**config.mk**
```make
export PLATFORM = sky130hd
export DESIGN_NAME = partial_report_queue
export DESIGN_NICKNAME = d
export VERILOG_FILES = /design/src/rtl/prq_pkg.sv /design/src/rtl/prq_fifo.sv /design/src/rtl/prq_done_track.sv /design/src/rtl/partial_report_queue.sv
export SDC_FILE = /design/constraint.sdc
export NUM_CORES = 1
export LEC_CHECK = 0
export BUFFER_PORTS_ARGS = -buffer_cell sky130_fd_sc_hd__buf_2
export CAP_MARGIN = 10
export CORE_AREA = 2 2 209 211
export CTS_BUF_LIST = sky130_fd_sc_hd__clkbuf_2 sky130_fd_sc_hd__clkbuf_4 sky130_fd_sc_hd__clkbuf_8
export DETAILED_ROUTE_END_ITERATION = 10
export DIE_AREA = 0 0 211 213
export PLACE_DENSITY_LB_ADDON = 0.08
export RECOVER_POWER = 100
export SYNTH_ARGS = -nofsm -noshare
export SYNTH_HDL_FRONTEND = slang
export SYNTH_SLANG_ARGS = --single-unit
```
**constraint.sdc**
```tcl
create_clock -name clk -period 12.9 [get_ports clk]
set_clock_uncertainty 0.2 [all_clocks]
set_input_delay 2.58 -clock clk [delete_from_list [all_inputs] [get_ports clk]]
set_output_delay 2.58 -clock clk [all_outputs]
set_load 0.1 [all_outputs]
```
**src/rtl/prq_pkg.sv**
```systemverilog
package prq_pkg;
  typedef enum logic [1:0] {
    SEL_LEN  = 2'd0,
    SEL_ID   = 2'd1,
    SEL_DONE = 2'd2,
    SEL_NONE = 2'd3
  } rd_sel_e;
endpackage

```
**src/rtl/prq_fifo.sv**
```systemverilog
module prq_fifo #(
  parameter int DEPTH = 8,
  parameter int W     = 28
) (
  input  logic                         clk,
  input  logic                         rst,
  input  logic                         push,
  input  logic                         pop,
  input  logic [W-1:0]                 wdata,
  output logic [W-1:0]                 head,
  output logic [$clog2(DEPTH+1)-1:0]   count,
  output logic                         full,
  output logic                         empty
);
  localparam int PTR_W = (DEPTH > 1) ? $clog2(DEPTH) : 1;
  localparam int CNT_W = $clog2(DEPTH+1);

  logic [W-1:0]     mem [DEPTH];
  logic [PTR_W-1:0] wr_ptr, rd_ptr;

  // storage without reset so it can map onto RAM
  always_ff @(posedge clk) begin
    if (push) mem[wr_ptr] <= wdata;
  end

  always_ff @(posedge clk) begin
    if (rst) begin
      wr_ptr <= '0;
      rd_ptr <= '0;
      count  <= '0;
    end else begin
      if (push) wr_ptr <= (wr_ptr == PTR_W'(DEPTH-1)) ? '0 : wr_ptr + 1'b1;
      if (pop)  rd_ptr <= (rd_ptr == PTR_W'(DEPTH-1)) ? '0 : rd_ptr + 1'b1;
      count <= count + CNT_W'(push) - CNT_W'(pop);
    end
  end

  assign head  = mem[rd_ptr];
  assign full  = (count == CNT_W'(DEPTH));
  assign empty = (count == '0);
endmodule

```
**src/rtl/prq_done_track.sv**
```systemverilog
module prq_done_track #(
  parameter int ID_W    = 4,
  parameter int NUM_IDS = 16
) (
  input  logic               clk,
  input  logic               rst,
  input  logic               set_valid,
  input  logic [ID_W-1:0]    set_id,
  input  logic               clear,
  output logic [NUM_IDS-1:0] done_bits,
  output logic               eot
);
  logic [NUM_IDS-1:0] set_mask;

  always_comb begin
    set_mask = '0;
    if (set_valid) set_mask = {{(NUM_IDS-1){1'b0}}, 1'b1} << set_id;
  end

  always_ff @(posedge clk) begin
    if (rst) begin
      done_bits <= '0;
      eot       <= 1'b0;
    end else begin
      done_bits <= (clear ? '0 : done_bits) | set_mask;
      eot       <= set_valid;
    end
  end
endmodule

```
**src/rtl/partial_report_queue.sv**
```systemverilog
module partial_report_queue #(
  parameter int DEPTH  = 8,
  parameter int ID_W   = 4,
  parameter int LEN_W  = 24,
  parameter int DATA_W = 32
) (
  input  logic              clk,
  input  logic              rst,
  input  logic              ev_valid,
  input  logic              ev_report,
  input  logic [ID_W-1:0]   ev_id,
  input  logic [LEN_W-1:0]  ev_bytes,
  input  logic              rd_en,
  input  logic [1:0]        rd_sel,
  output logic [DATA_W-1:0] rd_data,
  output logic              pending,
  output logic              eot
);
  import prq_pkg::*;

  localparam int NUM_IDS = 1 << ID_W;
  localparam int ENT_W   = ID_W + LEN_W;
  localparam int CNT_W   = $clog2(DEPTH+1);

  logic [ENT_W-1:0]   head;
  logic [CNT_W-1:0]   count;
  logic               full, empty;
  logic               push_req, push_ok, pop_ok, drop, done_rd;
  logic [NUM_IDS-1:0] done_bits;
  logic               ovf_q;
  logic [CNT_W-1:0]   cnt_next;
  logic [DATA_W-1:0]  done_word, rd_next;

  assign push_req = ev_valid && ev_report;
  assign pop_ok   = rd_en && (rd_sel == SEL_ID) && !empty;
  assign push_ok  = push_req && (!full || pop_ok);
  assign drop     = push_req && !push_ok;
  assign done_rd  = rd_en && (rd_sel == SEL_DONE);
  assign cnt_next = count + CNT_W'(push_ok) - CNT_W'(pop_ok);

  prq_fifo #(.DEPTH(DEPTH), .W(ENT_W)) i_fifo (
    .clk   (clk),
    .rst   (rst),
    .push  (push_ok),
    .pop   (pop_ok),
    .wdata ({ev_id, ev_bytes}),
    .head  (head),
    .count (count),
    .full  (full),
    .empty (empty)
  );

  prq_done_track #(.ID_W(ID_W), .NUM_IDS(NUM_IDS)) i_done (
    .clk       (clk),
    .rst       (rst),
    .set_valid (ev_valid),
    .set_id    (ev_id),
    .clear     (done_rd),
    .done_bits (done_bits),
    .eot       (eot)
  );

  always_comb begin
    done_word = '0;
    done_word[NUM_IDS-1:0] = done_bits;
    done_word[DATA_W-2]    = ovf_q;
    done_word[DATA_W-1]    = !empty;
  end

  always_comb begin
    rd_next = '0;
    if (rd_en) begin
      case (rd_sel)
        SEL_LEN:  if (!empty) rd_next = DATA_W'(head[LEN_W-1:0]);
        SEL_ID:   if (!empty) rd_next = DATA_W'(head[ENT_W-1:LEN_W]);
        SEL_DONE: rd_next = done_word;
        default:  rd_next = '0;
      endcase
    end
  end

  always_ff @(posedge clk) begin
    if (rst) begin
      rd_data <= '0;
      pending <= 1'b0;
      ovf_q   <= 1'b0;
    end else begin
      rd_data <= rd_next;
      pending <= (cnt_next != '0);
      ovf_q   <= drop | (ovf_q & !done_rd);
    end
  end
endmodule

```
==> metrics.csv <==
stage;metric;value;unit
outcome;result of the run;finished with violations;
outcome;failing checks;max-capacitance violations, max-slew violations;
timing;Final Max Slew Viols;199;
route;count of routing violations after the opening detailed-route iteration;314;
worst_setup_path;slack of the worst reg-to-reg path;8390;ps
power_and_ir_drop;net switching power figure;504;uW
timing;achievable clock frequency;164;MHz
route;post-route antenna net violation count;0;
power_and_ir_drop;part of the total power dissipated in sequential elements;49.7;%
worst_setup_path;CP required;12800;ps
synthesis;largest cells by area after synthesis;sky130_fd_sc_hd__edfxtp_1, sky130_fd_sc_hd__mux4_2, sky130_fd_sc_hd__dfxtp_1;
final_layout;fraction of layout instances using a drive strength above 1;21.8;%
floorplanning;IO Pins;69;
final_layout;area occupied by multi-input gates;2470;um2
worst_setup_path;critical path endpoint category;flip-flop;
final_layout;total non-filler cell area in the finished layout;12400;um2
synthesis;flop and latch count out of synthesis;282;
timing;final period demand of the worst path;6090;ps
final_layout;final instance count without filler cells;1243;
placement;quantity of I/O buffers inserted on ports;62;
floorplanning;Die H;213;um
power_and_ir_drop;fraction of power spent switching nets;24.5;%
floorplanning;number of placement rows;76;
final_layout;Nets;701;
synthesis;most frequent cells after synthesis;sky130_fd_sc_hd__edfxtp_1, sky130_fd_sc_hd__dfxtp_1, sky130_fd_sc_hd__mux4_2, sky130_fd_sc_hd__nor2_1, sky130_fd_sc_hd__mux2i_1;
timing;Worst Hold Margin;256;ps
placement;half-perimeter wire length after detailed placement;14300;um
global_routing;largest net degree at the start of global routing;44;
synthesis;Mapped Avg Cell Area;19.1;um2
timing;setup slack of the critical path after layout;6810;ps
power_and_ir_drop;Comb power frac;9.1;%
timing;total negative setup slack;0;ps
power_and_ir_drop;peak supply drop;0.0614;mV
floorplanning;initial core utilization;24.7;%
synthesis;post-synthesis sequential area ratio;74.7;%
clocking;insertion delay of the later-clocked pin in the worst-skew pair;560;ps
clocking;number of buffers inserted during clock tree synthesis;51;
worst_setup_path;startpoint type of the worst setup path;primary input;
final_layout;Final Util;29.1;%
synthesis;Post-Syn Area;10600;um2
synthesis;fraction of synthesis flops using an asynchronous set or reset pin;0;%
final_layout;Antenna diodes;0;
timing;number of hold-slack violations in the final timing report;0;
route;drt first pass iters;4;
clocking;Clock Root Buffer;sky130_fd_sc_hd__clkbuf_8;
clocking;CTS tree;built;
worst_setup_path;Setup Crit Path Kind;in2reg;
placement;placer's final routability congestion estimate;0.724;
synthesis;most frequently used flop master after synthesis;sky130_fd_sc_hd__edfxtp_1;
power_and_ir_drop;Cell Int Power;1.56;mW
timing;count of final setup violators;0;
power_and_ir_drop;clock group share of total power;41.2;%
clocking;clock transition time at the flip-flop clock pins of the worst setup and hold paths;60;ps
route;DRC viols;0;
route;detailed-route via count;5355;
flow_run;maximum capacitance violations;8;
final_layout;number of inserted filler cells in the final layout;4246;
route;Via density;4.31;
placement;standard cell area after detailed placement;11500;um2
final_layout;storage element area;7890;um2
synthesis;count of flip-flops with a built-in enable after synthesis;224;
min_path;class of the tightest hold or removal check;reg2reg;
global_routing;wire length of the first global-routing pass;37300;um
power_and_ir_drop;power density relative to cell area;166;nW/um2
clocking;quantity of gates resized following cts;0;
timing;measured slew at the worst slew-check pin;3220;ps
power_and_ir_drop;Final Total Pwr;2.06;mW
synthesis;Yosys warning count;0;
synthesis;top cell type by total area after synthesis;sky130_fd_sc_hd__edfxtp_1;
clocking;number of sinks driven by the clock tree;282;
synthesis;area share of the largest cell type after synthesis;63.7;%
worst_setup_path;CP Data Arrival Time;6000;ps
clocking;count of hold-fix buffers inserted at cts;0;
worst_setup_path;largest fanout of any net on the critical path;28;
synthesis;Synth cell types;44;
global_routing;antenna violations before repair;2;
floorplanning;Horiz. Die Dim;211;um
placement;# placed instances;1149;
global_routing;Total GRT Usage;11.4;%
floorplanning;floorplan die area;44900;um2
clocking;Max Buffers Root-to-Sink;3;
timing;Final period util;47.2;%
clocking;buffers inserted by post-CTS timing repair;0;
synthesis;Post-Syn Instances;554;
global_routing;overflow left after global routing;0;
floorplanning;core box area;42700;um2
synthesis;dominant cell by count in the synthesized netlist;sky130_fd_sc_hd__edfxtp_1;
placement;pre-CTS setup slack;7480;ps
final_layout;layout-stage area growth over the synthesis result;17.6;%
route;detail-routed net length per standard cell;20.1;um
timing;RSZ-0062 raised after global routing;false;
timing;Relative slew margins;-115;%
route;Total Routed Length;25000;um
global_routing;via count of the first global-routing pass;5825;
power_and_ir_drop;leakage;3.83;nW
clocking;number of H-tree levels;2;
[state kept, by name, summed over array words and instances, names as in the netlist, named ones only]
name and cells:
i_done.done_bits 16, rd_data 26, ovf_q 1, pending 1, i_fifo.mem 224, i_fifo.count 4
i_fifo.wr_ptr 3, i_fifo.rd_ptr 3, i_done.eot 1
[layout make-up]
type                            instances  share of cell area [%]
Sequential cell                       282                    63.6
Multi-Input combinational cell        243                    19.9
Clock buffer                           70                    7.16
Tap cell                              546                    5.51
Timing Repair Buffer                   73                    2.33
Clock inverter                         24                    1.31
Inverter                                5                   0.151
[power groups by stage]
stage | clock network, mW | registers [mW] | logic (mW)
3_3_place_gp | 0 | 1.04 | 0.194
5_1_grt | 0.928 | 1.03 | 0.203
3_5_place_dp | 0 | 1.04 | 0.196
6_report | 0.849 | 1.02 | 0.187
4_1_cts | 0.889 | 1.02 | 0.197
2_1_floorplan | 0 | 1.07 | 0.113
[cells in the final DEF, fill, tap and decap left out, types with 2 or more instances in the layout]
cell type                     n
sky130_fd_sc_hd__a32oi_1      4
sky130_fd_sc_hd__nor2_1      38
sky130_fd_sc_hd__dfxtp_2      2
sky130_fd_sc_hd__nor3_1       6
sky130_fd_sc_hd__nand2b_1     2
sky130_fd_sc_hd__dfxtp_1     55
sky130_fd_sc_hd__clkinv_2    13
sky130_fd_sc_hd__nor3b_1      3
sky130_fd_sc_hd__nand2_1     22
sky130_fd_sc_hd__nand3_1      3
sky130_fd_sc_hd__inv_1        5
sky130_fd_sc_hd__o21ai_0     21
sky130_fd_sc_hd__bufinv_16    2
sky130_fd_sc_hd__nand3b_1     2
sky130_fd_sc_hd__buf_2        3
sky130_fd_sc_hd__a21oi_1      5
sky130_fd_sc_hd__nor2b_1      4
sky130_fd_sc_hd__buf_4        3
sky130_fd_sc_hd__clkinv_1     8
sky130_fd_sc_hd__conb_1       6
sky130_fd_sc_hd__mux4_2      56
sky130_fd_sc_hd__edfxtp_1   224
sky130_fd_sc_hd__o2bb2a_1     2
sky130_fd_sc_hd__clkbuf_1    67
sky130_fd_sc_hd__clkbuf_4    12
sky130_fd_sc_hd__clkbuf_8    58
sky130_fd_sc_hd__mux2i_1     31
sky130_fd_sc_hd__a22oi_1     12
sky130_fd_sc_hd__o221ai_1     2
sky130_fd_sc_hd__ha_1         9
[worst paths after layout]
check | from | end | cells past startpoint
worst max-delay path | rd_sel[1] | i_fifo.mem[3][18] | 5
worst min-delay path | ovf_q | ovf_q | 2
worst max register to register | i_fifo.count[2] | i_fifo.mem[3][18] | 6
worst min register to register | ovf_q | ovf_q | 2
[critical path: stages]
cell and delay, ps:
sky130_fd_sc_hd__clkbuf_1 110, sky130_fd_sc_hd__nand3b_1 240, sky130_fd_sc_hd__o21ai_0 410, sky130_fd_sc_hd__nand3_1 230
sky130_fd_sc_hd__nor2_1 2410
[metal layers]
| layer | track usage (%) | share of wire [%] |
|---|---|---|
| met1 | 14.6 | 44 |
| met2 | 18.9 | 49 |
| met3 | 2.62 | 4.7 |
| met5 | 0 | 0.052 |
| met4 | 4.47 | 2.8 |
[cells by family (layout without fill, tap and decap cells)]
family,count (synthesis),after routing,share of synthesized area (%)
AND/OR/NAND/NOR,89,89,3.95
flip-flops,282,282,74.7
XOR/XNOR,2,2,0.166
buffers and inverters,34,172,1.99
adder cells (fa/ha/maj),10,10,1.26
multiplexers,87,87,14.9
AO/OA/AOI/OAI,49,49,2.99
other,1,6,0.0355
No activity file was read; power rests on OpenSTA's default activity.
